$ cat config.mk
export PLATFORM = sky130hd
export DESIGN_NAME = tick_divider_bank
export DESIGN_NICKNAME = d
export VERILOG_FILES = /design/src/rtl/tdiv_pkg.sv /design/src/rtl/tdiv_cfg_decode.sv /design/src/rtl/tdiv_channel.sv /design/src/rtl/tdiv_event_stage.sv /design/src/rtl/tick_divider_bank.sv
export SDC_FILE = /design/constraint.sdc
export NUM_CORES = 1
export LEC_CHECK = 0
export BUFFER_PORTS_ARGS = -buffer_cell sky130_fd_sc_hd__buf_4
export CORE_ASPECT_RATIO = 2
export CORE_UTILIZATION = 40
export DETAILED_ROUTE_END_ITERATION = 8
export SYNTH_ARGS = -nofsm -noshare
export SYNTH_HDL_FRONTEND = slang
export SYNTH_SLANG_ARGS = --single-unit
$ cat constraint.sdc
create_clock -name clk -period 2.7 [get_ports clk]
set_input_delay 0 -clock clk [delete_from_list [all_inputs] [get_ports clk]]
set_output_delay 0 -clock clk [all_outputs]
set_load 0.03 [all_outputs]
$ cat src/rtl/tdiv_pkg.sv
package tdiv_pkg;

    typedef enum logic [1:0] {
        OP_HOLD   = 2'd0,
        OP_LOAD   = 2'd1,
        OP_STEP   = 2'd2,
        OP_EXPIRE = 2'd3
    } ch_op_e;

    function automatic int addr_width(input int n);
        return (n > 1) ? $clog2(n) : 1;
    endfunction

endpackage

$ cat src/rtl/tdiv_cfg_decode.sv
module tdiv_cfg_decode #(
    parameter int NUM_CH = 4,
    parameter int CH_AW  = 2
) (
    input  logic              we_i,
    input  logic [CH_AW-1:0]  addr_i,
    output logic [NUM_CH-1:0] sel_o
);

    for (genvar i = 0; i < NUM_CH; i++) begin : g_sel
        assign sel_o[i] = we_i && (addr_i == CH_AW'(i));
    end

endmodule

$ cat src/rtl/tdiv_channel.sv
module tdiv_channel
    import tdiv_pkg::*;
#(
    parameter int INTV_W = 16,
    parameter int CORR_W = 8
) (
    input  logic              clk,
    input  logic              rst_n,
    input  logic              tick_i,
    input  logic              load_i,
    input  logic [INTV_W-1:0] load_intv_i,
    input  logic [CORR_W-1:0] load_corr_i,
    output logic              expire_o
);

    localparam int CNT_W = INTV_W + 1;

    typedef struct packed {
        logic [CNT_W-1:0]  cnt;
        logic [CORR_W-1:0] xcnt;
        logic [INTV_W-1:0] intv_rst;
        logic [CORR_W-1:0] corr_rst;
    } chan_st_t;

    chan_st_t st_d, st_q;
    ch_op_e   op;
    logic     expire_d;

    always_comb begin
        if (load_i)
            op = OP_LOAD;
        else if (tick_i && (st_q.cnt != '0))
            op = (st_q.cnt == CNT_W'(1)) ? OP_EXPIRE : OP_STEP;
        else
            op = OP_HOLD;

        st_d     = st_q;
        expire_d = 1'b0;
        case (op)
            OP_LOAD: begin
                st_d.intv_rst = load_intv_i;
                st_d.corr_rst = load_corr_i;
                st_d.cnt      = {1'b0, load_intv_i};
                st_d.xcnt     = load_corr_i;
            end
            OP_STEP: begin
                st_d.cnt = st_q.cnt - CNT_W'(1);
            end
            OP_EXPIRE: begin
                expire_d = 1'b1;
                st_d.cnt = {1'b0, st_q.intv_rst};
                if (st_q.xcnt != '0) begin
                    if (st_q.xcnt == CORR_W'(1)) begin
                        st_d.cnt  = {1'b0, st_q.intv_rst} + CNT_W'(1);
                        st_d.xcnt = st_q.corr_rst;
                    end else begin
                        st_d.xcnt = st_q.xcnt - CORR_W'(1);
                    end
                end
            end
            default: ;
        endcase
    end

    always_ff @(posedge clk) begin
        if (!rst_n)
            st_q <= '0;
        else
            st_q <= st_d;
    end

    assign expire_o = expire_d;

    // Idle channel stays silent
    assert_idle_R2: assert property (@(posedge clk) disable iff (!rst_n)
        (st_q.cnt == '0) |-> !expire_o);

    // No tick, no write: count frozen
    assert_hold_R3: assert property (@(posedge clk) disable iff (!rst_n)
        (!tick_i && !load_i) |=> $stable(st_q.cnt));

    // Tick on an active channel above one: count falls by one
    assert_step_R3: assert property (@(posedge clk) disable iff (!rst_n)
        (tick_i && !load_i && st_q.cnt > CNT_W'(1)) |=>
        (st_q.cnt == $past(st_q.cnt) - CNT_W'(1)));

    // Expiry reloads the programmed interval (possibly stretched)
    assert_reload_R4: assert property (@(posedge clk) disable iff (!rst_n)
        (tick_i && !load_i && st_q.cnt == CNT_W'(1)) |=>
        (st_q.cnt == {1'b0, st_q.intv_rst} ||
         st_q.cnt == {1'b0, st_q.intv_rst} + CNT_W'(1)));

    // Correction run-out stretches the next interval and re-arms
    assert_stretch_R5: assert property (@(posedge clk) disable iff (!rst_n)
        (tick_i && !load_i && st_q.cnt == CNT_W'(1) && st_q.xcnt == CORR_W'(1)) |=>
        (st_q.cnt == {1'b0, st_q.intv_rst} + CNT_W'(1) && st_q.xcnt == st_q.corr_rst));

    // Zero correction count never becomes nonzero without a write
    assert_nocorr_R6: assert property (@(posedge clk) disable iff (!rst_n)
        (st_q.xcnt == '0 && !load_i) |=> (st_q.xcnt == '0));

    // A write loads the running count from the write data
    assert_load_R7: assert property (@(posedge clk) disable iff (!rst_n)
        load_i |=> (st_q.cnt == {1'b0, $past(load_intv_i)} && st_q.xcnt == $past(load_corr_i)));

endmodule

$ cat src/rtl/tdiv_event_stage.sv
module tdiv_event_stage #(
    parameter int NUM_CH = 4
) (
    input  logic              clk,
    input  logic              rst_n,
    input  logic              tick_i,
    input  logic [NUM_CH-1:0] expire_i,
    output logic [NUM_CH-1:0] event_o
);

    logic [NUM_CH-1:0] ev_d, ev_q;

    always_comb begin
        ev_d = expire_i & {NUM_CH{tick_i}};
    end

    always_ff @(posedge clk) begin
        if (!rst_n)
            ev_q <= '0;
        else
            ev_q <= ev_d;
    end

    assign event_o = ev_q;

    // No tick on an edge: no event in the following cycle
    assert_quiet_R9: assert property (@(posedge clk) disable iff (!rst_n)
        !tick_i |=> (event_o == '0));

    for (genvar i = 0; i < NUM_CH; i++) begin : g_chk
        // Any event bit must follow a ticked edge at which its channel expired
        assert_after_tick_R9: assert property (@(posedge clk) disable iff (!rst_n)
            event_o[i] |-> ($past(tick_i) && $past(expire_i[i])));
    end

endmodule

$ cat src/rtl/tick_divider_bank.sv
module tick_divider_bank
    import tdiv_pkg::*;
#(
    parameter int NUM_CH = 4,
    parameter int INTV_W = 16,
    parameter int CORR_W = 8,
    parameter int CH_AW  = addr_width(NUM_CH)
) (
    input  logic              clk,
    input  logic              rst_n,
    input  logic              base_tick,
    input  logic              cfg_we,
    input  logic [CH_AW-1:0]  cfg_addr,
    input  logic [INTV_W-1:0] cfg_intv,
    input  logic [CORR_W-1:0] cfg_corr,
    output logic [NUM_CH-1:0] event_o
);

    logic [NUM_CH-1:0] load_sel;
    logic [NUM_CH-1:0] expire;

    tdiv_cfg_decode #(
        .NUM_CH (NUM_CH),
        .CH_AW  (CH_AW)
    ) u_dec (
        .we_i   (cfg_we),
        .addr_i (cfg_addr),
        .sel_o  (load_sel)
    );

    for (genvar i = 0; i < NUM_CH; i++) begin : g_ch
        tdiv_channel #(
            .INTV_W (INTV_W),
            .CORR_W (CORR_W)
        ) u_ch (
            .clk         (clk),
            .rst_n       (rst_n),
            .tick_i      (base_tick),
            .load_i      (load_sel[i]),
            .load_intv_i (cfg_intv),
            .load_corr_i (cfg_corr),
            .expire_o    (expire[i])
        );
    end

    tdiv_event_stage #(
        .NUM_CH (NUM_CH)
    ) u_ev (
        .clk      (clk),
        .rst_n    (rst_n),
        .tick_i   (base_tick),
        .expire_i (expire),
        .event_o  (event_o)
    );

    // A written channel reports no event in the cycle after the write
    for (genvar i = 0; i < NUM_CH; i++) begin : g_wchk
        assert_write_wins_R7: assert property (@(posedge clk) disable iff (!rst_n)
            load_sel[i] |=> !event_o[i]);
    end

endmodule

==> metrics.cfg <==
[floorplan]
ioPinCount = 34
fp.coreArea_um2 = 29400
dieWidth_um = 124
die_area_um2 = 30600
num_rows = 89
die_h_um = 246
initial_core_util_pct = 40.6

[final_layout]
diodes = 0
drive_above_1_share_pct = 10.7
syn_to_final_growth_pct = 15.0
final_nets = 1710
fillers = 3007
instances_no_fill = 2031

[yosys]
syn_nets = 1648
yosysSeqAreaShare_pct = 33.5
ys_types = 80
synth_edf_count = 0
postSynth.asyncResetShare_pct = 0
synth_top_flop_cell = dfxtp_1
ys_seq_elements = 200
syn-instance-count = 1593
yosysWarnings = 0
syn_area_um2 = 11900
synth.avg_cell_area_um2 = 7.50

[detailed_routing]
wl_um = 41700
wl_per_cell_um = 20.5
via_per_inst = 6.04
drt-pass1-iter-count = 6
drtIter0Drc = 835
ant_nets = 0
drc_errors = 0
num_vias = 12300

[clocking]
clockBufferDepth = 2
htreeDepth = 4
cts_tree = yes
cts.sinks = 200
cts_buffers = 17
insertion_delay_ns = 0.46
clk_pin_slew_worst_paths_ns = 0.07
cts-root-buf = clkbuf_16

[place]
gp_congestion = 0.944
dp_hpwl_um = 30300
io_buffers = 33
dpl.cell_count = 1971

[critical_path]
r2r-start = g_ch[2].u_ch.st_q[32]
worstPathRequired_ns = 3.09
r2r_slack_ns = 0.16
crit_type = flip-flop to flip-flop
r2r_cells = 7
cp_max_fo = 7
path_delay_family = simple AND/OR/NAND/NOR gates
crit_buf_inv = 0
slowest_delay_ns = 0.55
reg2reg_to = g_ch[2].u_ch.st_q[48]
crit_slowest_cell = or4_1
crit_cells = 7
crit_path_end_kind = flip-flop
worstSetupStartpointType = flip-flop
cp.arrival_ns = 2.93
crit_chain = ha_1 -> nor4b_1 -> nand4_1 -> a211oi_2 -> nand2_1 -> or4_1 -> a21oi_1

[power_and_ir_drop]
combPwrFrac_pct = 30.0
clkPwrFrac_pct = 30.9
p_int_uw = 5980
p_leak_uw = 0.00489
swShare_pct = 34.6
powerDensity_nw_per_um2 = 665
peakVddDrop_uv = 499
p_switching_uw = 3160
power_frac_seq_pct = 39.0

[timing]
timing.fmax_mhz = 393
setup_tns_ns = 0
finalHoldViolations = 0
worst_slew_pin_slew_ns = 0.867
rsz0062_at_grt = false
maxSlewHeadroom_pct = 42.2
drv_slew = 0
setup-violations-final = 0
layout_min_cycle_time_ns = 2.54
timing.final.crit_share_pct = 94.2
clock_skew_ns = 0.0108

[hold_path]
whs_path_depth = 3
min_from = base_tick
whs_endpoint = u_ev.event_o[2]
hold_class = primary input to flip-flop

[global_routing]
antenna_found_initial = 0
grt_first_pass_wirelength_um = 64700
grtUsageTotal_pct = 28.2
grt_overflow = 0
grt_max_degree = 48
grt_pass1_vias = 11800

[outcome]
status = completed

[flow_run]
max_cap_violations = 0

## what timing repair did
| item | 4_1_cts | 5_1_grt |
|---|---|---|
| endpoints found under the hold margin | 167 | 0 |
| gates resized for setup | 0 | 0 |
| setup endpoints to repair | 0 | 1 |
| hold buffers | 25 | 0 |
| setup buffers | 0 | 4 |
## metal layers
layer	vias to the layer above	wire [um]	track usage (%)
met5	-	0	0
met4	0	2930	19.2
met3	142	1590	4.07
met2	379	22100	51.0
met1	5867	15100	29.1
li1	5881	-	-
## layout by cell type (no fill, tap or decap), types with 24 or more instances in the layout
cell,n
xor2_1,39
nand3_1,58
dfxtp_1,200
nor2_1,85
a21oi_1,174
nor4_1,26
dlygate4sd3_1,25
nand2_1,324
nor3_1,47
ha_1,25
o21ai_0,84
a31oi_1,47
o211ai_1,24
xnor2_1,66
buf_4,104
inv_1,26
nand4_1,31
## how the worst max path moves through the flow
stage	startpoint	end	slack, ns
2_1_floorplan	g_ch[2].u_ch.st_q[24]	g_ch[2].u_ch.st_q[42]	0.33
3_3_place_gp	g_ch[3].u_ch.st_q[33]	g_ch[3].u_ch.st_q[38]	0.21
3_5_place_dp	g_ch[3].u_ch.st_q[33]	g_ch[3].u_ch.st_q[38]	0.19
4_1_cts	g_ch[3].u_ch.st_q[33]	g_ch[3].u_ch.st_q[38]	0.17
5_1_grt	g_ch[2].u_ch.st_q[32]	g_ch[2].u_ch.st_q[48]	0.02
6_report	g_ch[2].u_ch.st_q[32]	g_ch[2].u_ch.st_q[48]	0.16
## registers in the layout (all words and copies together), names as in the netlist
name and count:
u_ev.event_o 4, g_ch.u_ch.st_q 196
## cells in the mapped netlist (all sizes together) (4+ instances only)
master	number	area share, %
nand2	324	10
dfxtp	200	34
a21oi	174	7.3
o21ai	87	3.7
nor2	86	2.7
xnor2	66	4.8
clkbuf	64	2.0
nand3	59	2.6
nor3	48	2.1
a31oi	47	2.5
xor2	39	2.9
nor4	33	2.2
nand4	31	1.6
inv	27	0.85
ha	25	2.6
o211ai	24	1.5
and3	23	1.2
buf	23	1.0
or4	20	1.3
and2	16	0.84
o31ai	13	0.97
a211oi	11	0.73
and4	11	0.82
nor4b	11	0.98
or3	11	0.59
nand3b	8	0.50
nor3b	8	0.64
o21a	8	0.50
o22ai	8	0.42
or3b	7	0.51
a21o	6	0.38
a221oi	6	0.44
nand2b	6	0.31
mux2i	5	0.42
o221a	5	0.47
o221ai	5	0.37
o41ai	5	0.37
a31o	4	0.29
a41oi	4	0.29
o31a	4	0.30
## cell families (layout without fill, tap and decap cells)
group	count (synthesis)	in the layout	synth area share [%]
AOI/OAI and AO/OA	430	430	21.8
DFF	200	200	33.5
muxes	8	8	0.702
adders and majority gates	25	25	2.62
and+or+nand+nor	711	711	29.8
xor gates and xnor gates	105	105	7.70
buffers and inverters	114	188	3.85
## power by group through the flow
stage	Sequential, uW	Combinational, uW	Clock [uW]
2_1_floorplan	3520	1890	0
3_3_place_gp	3620	2640	0
3_5_place_dp	3620	2680	0
4_1_cts	3560	2720	2880
5_1_grt	3610	3000	3000
6_report	3570	2740	2830
## area by class of cell
type	count	area (um2)	share of cell area (%)
multi-input cells	1279	7490	54.6
well taps	364	455	3.32
inverters	27	104	0.756
clock inverters	9	164	1.19
flip-flops and latches	200	4000	29.1
clock buffers	22	464	3.38
repair buffers	130	1050	7.65
## worst min-delay path, cell delays in order
cell and delay, ns:
buf_4 0.24, nand2_1 0.19, nor4_1 0.07
## stage by stage
step | util [%] | power [uW] | hold WS, ns | area [um2] | worst slack [ns]
final | 46.7 | 9140 | 0.0985 | 13700 | 0.156
after CTS | 46.6 | 9160 | 0.0612 | 13700 | 0.172
after floorplan | - | 5410 | 0.127 | 11900 | 0.331
after global routing | 46.7 | 9600 | 0.0814 | 13700 | 0.0200
after global placement | 43.6 | 6260 | 0.317 | 12800 | 0.211
after detailed placement | 43.6 | 6300 | 0.331 | 12800 | 0.188
Note: power is estimated with default switching activity, not from simulation.
